[config.mk]
export PLATFORM = sky130hd
export DESIGN_NAME = mdio_mgmt_ctrl
export DESIGN_NICKNAME = d
export VERILOG_FILES = /design/src/rtl/mdio_mgmt_pkg.sv /design/src/rtl/mdio_clk_gen.sv /design/src/rtl/mdio_frame_seq.sv /design/src/rtl/mdio_mgmt_ctrl.sv
export SDC_FILE = /design/constraint.sdc
export NUM_CORES = 1
export LEC_CHECK = 0
export BUFFER_PORTS_ARGS = -buffer_cell sky130_fd_sc_hd__clkbuf_2
export CAP_MARGIN = 20
export CORE_MARGIN = 1.5
export CORE_UTILIZATION = 55
export CTS_CLUSTER_SIZE = 40
export DETAILED_ROUTE_END_ITERATION = 6
export GPL_TIMING_DRIVEN = 0
export MAX_ROUTING_LAYER = met4
export PLACE_DENSITY = 0.75
export SLEW_MARGIN = 20
export SYNTH_ARGS = -nofsm -noshare
export SYNTH_HDL_FRONTEND = slang
export SYNTH_SLANG_ARGS = --single-unit
[constraint.sdc]
create_clock -name clk -period 4.4 [get_ports clk]
set_clock_uncertainty 0.2 [all_clocks]
set_input_delay 0.22 -clock clk [delete_from_list [all_inputs] [get_ports clk]]
set_output_delay 0.22 -clock clk [all_outputs]
set_load 0.01 [all_outputs]
[src/rtl/mdio_mgmt_pkg.sv]
package mdio_mgmt_pkg;

    localparam int IDX_W       = 3;
    localparam int SEL_W       = 3;
    localparam int FIELD_W     = 5;
    localparam int DATA_W      = 16;
    localparam int FRAME_LEN   = 64;
    localparam int PRE_LEN     = 32;
    localparam int RD_DRIVE    = PRE_LEN + 4 + 2 * FIELD_W;
    localparam int DATA_FIRST  = FRAME_LEN - DATA_W;

    localparam logic [IDX_W-1:0] W_CFG = 3'd0;
    localparam logic [IDX_W-1:0] W_CMD = 3'd1;
    localparam logic [IDX_W-1:0] W_ADR = 3'd2;
    localparam logic [IDX_W-1:0] W_WRD = 3'd3;
    localparam logic [IDX_W-1:0] W_RDD = 3'd4;
    localparam logic [IDX_W-1:0] W_IND = 3'd5;

    typedef enum logic {SQ_IDLE, SQ_SHIFT} seq_state_e;

    typedef struct packed {
        logic              rd;
        logic [FIELD_W-1:0] phy;
        logic [FIELD_W-1:0] regn;
        logic [DATA_W-1:0]  wdata;
    } mdio_req_t;

    function automatic logic [FRAME_LEN-1:0] frame_bits(input mdio_req_t r);
        logic [1:0] op;
        logic [1:0] ta;
        logic [DATA_W-1:0] body;
        op   = r.rd ? 2'b10 : 2'b01;
        ta   = r.rd ? 2'b00 : 2'b10;
        body = r.rd ? '0 : r.wdata;
        return {{PRE_LEN{1'b1}}, 2'b01, op, r.phy, r.regn, ta, body};
    endfunction

endpackage

[src/rtl/mdio_clk_gen.sv]
module mdio_clk_gen #(
    parameter int SEL_W = 3
) (
    input  logic             clk,
    input  logic             rst,
    input  logic             run,
    input  logic [SEL_W-1:0] sel,
    output logic             mdc,
    output logic             rise,
    output logic             fall
);
    localparam int CNT_W = SEL_W + 2;

    logic [CNT_W-1:0] cnt;
    logic [CNT_W-1:0] half_m1;
    logic             tick;

    assign half_m1 = ((CNT_W'(sel) + CNT_W'(1)) << 1) - CNT_W'(1);
    assign tick    = run && (cnt == half_m1);
    assign rise    = tick && !mdc;
    assign fall    = tick && mdc;

    always_ff @(posedge clk) begin
        if (rst || !run) begin
            cnt <= '0;
            mdc <= 1'b0;
        end else if (tick) begin
            cnt <= '0;
            mdc <= !mdc;
        end else begin
            cnt <= cnt + CNT_W'(1);
        end
    end
endmodule

[src/rtl/mdio_frame_seq.sv]
module mdio_frame_seq
    import mdio_mgmt_pkg::*;
(
    input  logic              clk,
    input  logic              rst,
    input  logic              start,
    input  mdio_req_t         req,
    input  logic              rise,
    input  logic              fall,
    input  logic              mdio_i,
    output logic              busy,
    output logic              done,
    output logic              is_rd,
    output logic              mdio_o,
    output logic              mdio_oe,
    output logic [DATA_W-1:0] rd_data
);
    localparam int BIT_W = $clog2(FRAME_LEN);

    seq_state_e           state;
    logic [FRAME_LEN-1:0] shreg;
    logic [BIT_W-1:0]     bit_idx;
    logic                 last_bit;

    assign busy     = (state == SQ_SHIFT);
    assign last_bit = (bit_idx == BIT_W'(FRAME_LEN - 1));
    assign done     = busy && fall && last_bit;
    assign mdio_o   = shreg[FRAME_LEN-1];
    assign mdio_oe  = busy && (!is_rd || (bit_idx < BIT_W'(RD_DRIVE)));

    always_ff @(posedge clk) begin
        if (rst) begin
            state   <= SQ_IDLE;
            shreg   <= '0;
            bit_idx <= '0;
            is_rd   <= 1'b0;
            rd_data <= '0;
        end else begin
            unique case (state)
                SQ_IDLE: begin
                    if (start) begin
                        state   <= SQ_SHIFT;
                        shreg   <= frame_bits(req);
                        bit_idx <= '0;
                        is_rd   <= req.rd;
                    end
                end
                SQ_SHIFT: begin
                    if (rise && is_rd && (bit_idx >= BIT_W'(DATA_FIRST)))
                        rd_data <= {rd_data[DATA_W-2:0], mdio_i};
                    if (fall) begin
                        if (last_bit) begin
                            state <= SQ_IDLE;
                            shreg <= '0;
                        end else begin
                            bit_idx <= bit_idx + BIT_W'(1);
                            shreg   <= {shreg[FRAME_LEN-2:0], 1'b0};
                        end
                    end
                end
                default: state <= SQ_IDLE;
            endcase
        end
    end
endmodule

[src/rtl/mdio_mgmt_ctrl.sv]
module mdio_mgmt_ctrl
    import mdio_mgmt_pkg::*;
(
    input  logic        clk,
    input  logic        rst,
    input  logic        bus_wr,
    input  logic [2:0]  bus_addr,
    input  logic [31:0] bus_wdata,
    output logic [31:0] bus_rdata,
    output logic        mdc,
    input  logic        mdio_i,
    output logic        mdio_o,
    output logic        mdio_oe
);
    logic               cfg_rst_q;
    logic [SEL_W-1:0]   cfg_sel_q;
    logic               cmd_q;
    logic [FIELD_W-1:0] adr_phy_q;
    logic [FIELD_W-1:0] adr_reg_q;
    logic [DATA_W-1:0]  wrd_q;
    logic [DATA_W-1:0]  rdd_q;
    logic               nv_q;

    logic wr_cfg, wr_cmd, wr_adr, wr_wrd;
    logic soft_now, eng_rst;
    logic wr_go, rd_go, start;
    logic seq_busy, seq_done, seq_rd;
    logic mdc_rise, mdc_fall;
    logic [DATA_W-1:0] seq_rdata;
    mdio_req_t req;

    assign wr_cfg = bus_wr && (bus_addr == W_CFG);
    assign wr_cmd = bus_wr && (bus_addr == W_CMD);
    assign wr_adr = bus_wr && (bus_addr == W_ADR);
    assign wr_wrd = bus_wr && (bus_addr == W_WRD);

    assign soft_now = cfg_rst_q || (wr_cfg && bus_wdata[31]);
    assign eng_rst  = rst || soft_now;

    assign wr_go = wr_wrd && !seq_busy && !soft_now;
    assign rd_go = wr_cmd && bus_wdata[0] && !cmd_q && !seq_busy && !soft_now;
    assign start = wr_go || rd_go;

    assign req.rd    = rd_go;
    assign req.phy   = adr_phy_q;
    assign req.regn  = adr_reg_q;
    assign req.wdata = bus_wdata[DATA_W-1:0];

    always_ff @(posedge clk) begin
        if (rst) begin
            cfg_rst_q <= 1'b0;
            cfg_sel_q <= '0;
            cmd_q     <= 1'b0;
            adr_phy_q <= '0;
            adr_reg_q <= '0;
            wrd_q     <= '0;
        end else begin
            if (wr_cfg) begin
                cfg_rst_q <= bus_wdata[31];
                cfg_sel_q <= bus_wdata[SEL_W-1:0];
            end
            if (wr_cmd) cmd_q <= bus_wdata[0];
            if (wr_adr) begin
                adr_phy_q <= bus_wdata[8 +: FIELD_W];
                adr_reg_q <= bus_wdata[0 +: FIELD_W];
            end
            if (wr_wrd) wrd_q <= bus_wdata[DATA_W-1:0];
        end
    end

    always_ff @(posedge clk) begin
        if (rst) begin
            rdd_q <= '0;
        end else if (seq_done && seq_rd) begin
            rdd_q <= seq_rdata;
        end
    end

    always_ff @(posedge clk) begin
        if (eng_rst) begin
            nv_q <= 1'b0;
        end else if (rd_go) begin
            nv_q <= 1'b1;
        end else if (seq_done && seq_rd) begin
            nv_q <= 1'b0;
        end
    end

    always_comb begin
        bus_rdata = '0;
        unique case (bus_addr)
            W_CFG:   bus_rdata = {cfg_rst_q, {(31-SEL_W){1'b0}}, cfg_sel_q};
            W_CMD:   bus_rdata = {31'b0, cmd_q};
            W_ADR:   bus_rdata = {19'b0, adr_phy_q, 3'b0, adr_reg_q};
            W_WRD:   bus_rdata = {16'b0, wrd_q};
            W_RDD:   bus_rdata = {16'b0, rdd_q};
            W_IND:   bus_rdata = {29'b0, nv_q, 1'b0, seq_busy};
            default: bus_rdata = '0;
        endcase
    end

    mdio_clk_gen #(.SEL_W(SEL_W)) u_clk (
        .clk  (clk),
        .rst  (eng_rst),
        .run  (seq_busy),
        .sel  (cfg_sel_q),
        .mdc  (mdc),
        .rise (mdc_rise),
        .fall (mdc_fall)
    );

    mdio_frame_seq u_seq (
        .clk     (clk),
        .rst     (eng_rst),
        .start   (start),
        .req     (req),
        .rise    (mdc_rise),
        .fall    (mdc_fall),
        .mdio_i  (mdio_i),
        .busy    (seq_busy),
        .done    (seq_done),
        .is_rd   (seq_rd),
        .mdio_o  (mdio_o),
        .mdio_oe (mdio_oe),
        .rd_data (seq_rdata)
    );
endmodule

# Yosys cells after proc, flatten, opt, wreduce, memory -nomap -nowiden
# Cells that the tools add are included.
dict set report word_totals {
  latchBits 0
  register_bits 142
  out_inout_bits 35
  rom_bits 0
  mem_bits_rw 0
  input_bits 39
  wordCells 87
  mem_count 0
}
dict set report op_classes {
  bitwise 1
  mul 0
  mux 18
  eq_ne 10
  n_div 0
  shifts 0
  magnitude_cmp 2
  reduce_logical 37
  n_addsub 4
}
# cell n
set op_table {}
lappend op_table {{64-bit 2-to-1 mux} 3}
lappend op_table {{32-bit case mux with 6 select lines} 1}
lappend op_table {{64-bit case mux with 2 select lines} 1}
lappend op_table {{1-bit logical AND} 20}
lappend op_table {{6-bit 2-to-1 mux} 3}
lappend op_table {{16-bit 2-to-1 mux} 1}
lappend op_table {{6-bit case mux with 2 select lines} 1}
lappend op_table {{6-bit by 1-bit adder with 6-bit output (second input constant)} 1}
lappend op_table {{3-bit by 2-bit equality test with 1-bit output (second input constant)} 2}
lappend op_table {{3-bit equality test (second input constant)} 2}
lappend op_table {{6-bit equality test (second input constant)} 1}
lappend op_table {{6-bit greater-or-equal comparator (second input constant)} 1}
lappend op_table {{6-bit < comparator (second input constant)} 1}
lappend op_table {{2-bit AND reduction} 3}
lappend op_table {{5-bit by 1-bit adder with 5-bit output (second input constant)} 1}
lappend op_table {{5-bit equality test} 1}
lappend op_table {{1-bit logical NOT} 5}
lappend op_table {{1-bit logical OR} 5}
lappend op_table {{1-bit 2-to-1 mux} 5}
lappend op_table {{5-bit by 1-bit subtractor with 5-bit output (second input constant)} 1}
lappend op_table {{3-bit by 1-bit adder with 4-bit output (second input constant)} 1}
lappend op_table {{2-bit 2-to-1 mux} 2}
lappend op_table {{2-bit inequality test (second input constant)} 2}
lappend op_table {{3-bit by 1-bit equality test with 1-bit output (second input constant)} 1}
lappend op_table {{7 further kinds} 7}

# Logic depth before layout (Yosys ltp)
dict set report logic_depth {
  depth_word 10
  depth_mapped 9
}

# Modules after synthesis
# From an unflattened synthesis, not the netlist that was laid out.
dict set report hier_totals {
  hier_cells 819
  area_unflattened_um2 6786.5
}
# mod instances area_per_inst_um2 cells_each
set modules_own_cells {}
lappend modules_own_cells {mdio_frame_seq 1 3965.1 475}
lappend modules_own_cells {mdio_mgmt_ctrl 1 2298.5 286}
lappend modules_own_cells {mdio_clk_gen 1 523.0 58}

# Worst setup path before layout
# OpenSTA, ideal clock, no wires.
dict set report synth_timing {
  path_kind {register to register}
  start {register cfg_sel_q[0]}
  end {register u_seq.bit_idx[5]}
  setup_ps 129
  n_path_buf 2
  stages_incl_launch_ff 10
  path_slack_ps 1679
  arrival_ps 2392
  t_required_ps 4071
  path_cell_list {dfxtp_1 -> ha_1 -> nor2_1 -> a31o_1 -> a221o_2 -> or3_1 -> buf_2 -> buf_6 -> nor4_1 -> nor3b_2}
}
dict set report synth_via {
  elab_chain_cells 7
}
# element line_no
set synth_rtl {}
lappend synth_rtl {{start: declaration} mdio_mgmt_ctrl.sv:16} ;# logic [SEL_W-1:0] cfg_sel_q;
lappend synth_rtl {{start signal: assignment} mdio_mgmt_ctrl.sv:60} ;# cfg_sel_q <= bus_wdata[SEL_W-1:0];
lappend synth_rtl {{3-bit by 1-bit adder with 4-bit output} mdio_clk_gen.sv:18} ;# assign half_m1 = ((CNT_W'(sel) + CNT_W'(1)) << 1) - CNT_W'(1);
lappend synth_rtl {{5-bit by 1-bit subtractor with 5-bit output} mdio_clk_gen.sv:18}
lappend synth_rtl {{5-bit equality test} mdio_clk_gen.sv:19} ;# assign tick = run && (cnt == half_m1);
lappend synth_rtl {{1-bit logical AND} mdio_clk_gen.sv:19}
lappend synth_rtl {{1-bit logical AND} mdio_clk_gen.sv:21} ;# assign fall = tick && mdc;
lappend synth_rtl {{2-bit by 1-bit inequality test with 1-bit output (no line)} n/a}
lappend synth_rtl {{3-bit AND reduction (no line)} n/a}
lappend synth_rtl {{end signal: assignment} mdio_frame_seq.sv:56} ;# bit_idx <= bit_idx + BIT_W'(1);
lappend synth_rtl {{end: declaration} mdio_frame_seq.sv:22} ;# logic [BIT_W-1:0] bit_idx;
# Every way passes these cells.
# A chain may end at the register's enable or synchronous reset.

# Worst setup path in the final report
dict set report layout_timing {
  start {register cfg_sel_q[0]}
  end {register u_seq.rd_data[8]}
}
dict set report layout_via {
  elab_chain_cells 8
}
# element line_no
set layout_rtl {}
lappend layout_rtl {{3-bit by 1-bit adder with 4-bit output} mdio_clk_gen.sv:18}
lappend layout_rtl {{5-bit by 1-bit subtractor with 5-bit output} mdio_clk_gen.sv:18}
lappend layout_rtl {{5-bit equality test} mdio_clk_gen.sv:19}
lappend layout_rtl {{1-bit logical AND} mdio_clk_gen.sv:19}
lappend layout_rtl {{1-bit logical AND} mdio_clk_gen.sv:20} ;# assign rise = tick && !mdc;
lappend layout_rtl {{1-bit logical AND (2 in series)} mdio_frame_seq.sv:49} ;# if (rise && is_rd && (bit_idx >= BIT_W'(DATA_FIRST)))
lappend layout_rtl {{2-bit AND reduction (no line)} n/a}
lappend layout_rtl {{end signal: assignment} mdio_frame_seq.sv:50} ;# rd_data <= {rd_data[DATA_W-2:0], mdio_i};
lappend layout_rtl {{end: declaration} mdio_frame_seq.sv:16} ;# output logic [DATA_W-1:0] rd_data
# Every way passes these cells.

==> qor.txt <==
Status: complete, no violations
Setup Fix Bufs, Post-CTS: 0
Hold Crit Class: input port to flip-flop
EDFF count, synth: 0
Synth Flop Type: dfxtp_1
Synthesized area per cell: 8.26 um^2
P_leak: 2.70 nW
Count of input and output buffers: 43
Switch share: 0.238
Layout cells sized above 1: 0.138
Placement Rows: 39
Clock buffer depth: 2
Tcrit/Tclk final: 0.713
Vias in the first global route: 5479
Initial Utilization: 0.560
Area after DPL: 6790 um^2
Die width: 110 um
Clk pin slew, worst setup/hold paths: 0.06 ns
Ports: 74
Die Footprint: 12200 um^2
Synth async-reset ratio: 0
Startpoint types: flip-flop
Gate Count Post-Synth: 767
CTS Buf Count: 17
DP Worst Slack: 1.33 ns
Total global routing overflow: 0
Max transition margin: 0.301
DRT iter0 DRCs: 564
Final instance area: 7580 um^2
Die height: 110 um
Global-route wire length before repair: 26.4 mm
N_diodes: 0
Post-layout min period: 3.14 ns
Maxcap violations: 0
Actual slew at the worst max-slew pin: 1.05 ns
Worst VDD drop: 0.406 mV
Sink count of the clock tree: 142
Routed Antenna Nets: 0
Area delta synth->final: 19.5%
Power share of the sequential group: 0.442
Internal power: 0.00231 W
Max-slew violations: 0
Final setup vio count: 0
Core area: 11300 um^2
Pwr dens: 400 nW/um^2
FF+latch count, synth: 142
WS Path Type: flip-flop to flip-flop
Post-Syn Area: 6340 um^2
DP HPWL: 11.8 mm
WL per Instance: 16.5 um
RSZ-0062 raised after global routing: false
Clk_lat worst skew: 0.43 ns
Drt first pass iters: 5
Yosys warns: 0
Final hold vios: 0
Sequential element share of the synthesized area: 0.448
Net Switching: 0.000722 W
FMAX: 319 MHz
Comb pwr share: 0.072
Crit Path Max Fanout: 10
Clock power share: 0.486
Setup_tns: 0 ns
Root Buffer: clkbuf_16
Final nets: 903
DR vias: 6061
Critical Path End Type: flip-flop
CTS tree: yes
Tot Pwr: 0.00303 W
Synth cell types: 55
Largest net degree at the start of global routing: 17
CTS H-tree depth: 4
Initial antenna violation count: 0
Drt drc: 0
Arr. time, crit path: 3.24 ns
Routed WL: 16.8 mm
Total GRT Usage: 0.290
Final WS setup: 1.26 ns
Final Wtd Congestion: 0.919
Critical path data required time: 4.51 ns
DR vias/cell: 5.96
[state kept, by name, indices dropped and copies added, names as in the netlist, 3 cells and up]
name / cells
adr_reg_q: 5
u_seq.shreg: 64
u_clk.cnt: 5
adr_phy_q: 5
u_seq.bit_idx: 6
wrd_q: 16
rdd_q: 16
cfg_sel_q: 3
u_seq.rd_data: 16
[synthesized netlist by cell type, types with 2 or more instances]
library cell	n	area (um^2)
a211oi_1	62	465
a21oi_1	79	395
a22o_1	6	52.6
a22oi_1	17	128
a31oi_1	2	12.5
and2_1	3	18.8
and3_1	2	12.5
buf_1	2	7.51
buf_2	14	70.1
buf_4	17	128
buf_6	3	33.8
clkbuf_1	43	161
dfxtp_1	142	2840
ha_1	3	37.5
inv_1	7	26.3
mux2i_1	17	170
nand2_1	125	469
nand2b_1	3	18.8
nand3_1	24	120
nand3b_1	2	15.0
nand4_1	5	31.3
nor2_1	22	82.6
nor2b_1	14	87.6
nor3_1	66	330
nor4_1	3	18.8
nor4_4	2	42.5
o2111ai_1	2	17.5
o21ai_0	44	220
o22ai_1	2	12.5
or2_2	2	12.5
or3_1	4	25.0
xnor2_1	3	26.3
xor2_1	3	26.3
[per-layer routing]
layer	global-route usage	vias up	share of wire
met1	0.370	2866	0.44
met3	0.0558	45	0.061
met5	-	-	0
met2	0.443	240	0.47
met4	0.135	0	0.026
li1	-	2910	-
[placed cells by master (no fill, tap or decap), types with 4 or more instances in the layout]
master / count
clkbuf_1: 43
a22oi_1: 17
nor3_1: 66
nand2_1: 125
dlygate4sd3_1: 18
dfxtp_1: 142
clkbuf_2: 43
o21ai_0: 44
a211oi_1: 61
inv_1: 7
buf_2: 14
buf_4: 17
clkbuf_16: 17
nand3_1: 24
clkinvlp_4: 6
a22o_1: 6
or3_1: 4
mux2i_1: 17
conb_1: 15
nor2_1: 22
a21oi_1: 79
nor2b_1: 14
nand4_1: 5
[what timing repair did]
item	in CTS	in global routing
hold buffers	18	0
hold endpoints to repair	37	0
gates resized for setup	0	0
[cell type report]
class                           instances  area (um^2)
Buffer                                 79          400
Inverter                                7         26.3
Timing Repair Buffer                   61          395
Clock inverter                         14          168
Fill cell                             954         3740
Tap cell                              143          179
Clock buffer                           18          439
Multi-Input combinational cell        553         3130
Sequential cell                       142         2840
[critical path, stage by stage (launching register included)]
cell	delay, ns
dfxtp_1	0.40
ha_1	0.42
nor2_1	0.06
a31o_1	0.26
a221o_2	0.45
or3_1	0.38
buf_2	0.19
clkbuf_1	0.25
o21ai_0	0.30
a21oi_1	0.11
[cell families (layout without fill, tap and decap cells)]
group                    count (synthesis)  after routing  synth area share
AND/OR/NAND/NOR                        284            284             0.214
flip-flops                             142            142             0.448
buffers and inverters                   86            179            0.0673
AO/OA/AOI/OAI                          226            226             0.223
other                                    1             15          0.000592
multiplexers                            18             18            0.0286
XOR/XNOR                                 7              7            0.0120
adder cells (fa/ha/maj)                  3              3           0.00592
[power groups by stage]
stage / clock [W] / sequential (W) / combinational (W)
5_1_grt: 0.00153 / 0.00134 / 0.000241
3_3_place_gp: 0 / 0.00137 / 0.000193
4_1_cts: 0.00148 / 0.00134 / 0.000215
2_1_floorplan: 0 / 0.00136 / 0.000143
3_5_place_dp: 0 / 0.00137 / 0.000201
6_report: 0.00147 / 0.00134 / 0.000219
[stage by stage]
step | util | instances | hold slack [ns]
final | 0.669 | 1017 | 0.0228
after global routing | 0.669 | 1017 | 0.0361
after CTS | 0.669 | 1017 | 0.0704
after detailed placement | 0.599 | 967 | 0.253
after global placement | 0.599 | 967 | 0.242
after floorplan | - | 781 | 0.156
[final timing paths]
check	endpoint	slack (ns)	start	depth (start not counted)
max reg2reg	u_seq.rd_data[8]	1.26	cfg_sel_q[0]	9
min	u_seq.shreg[0]	0.02	rst	4
max	u_seq.rd_data[8]	1.26	cfg_sel_q[0]	9
min reg2reg	u_clk.cnt[0]	0.26	u_clk.cnt[0]	1
Note: power is estimated with default switching activity, not from simulation.
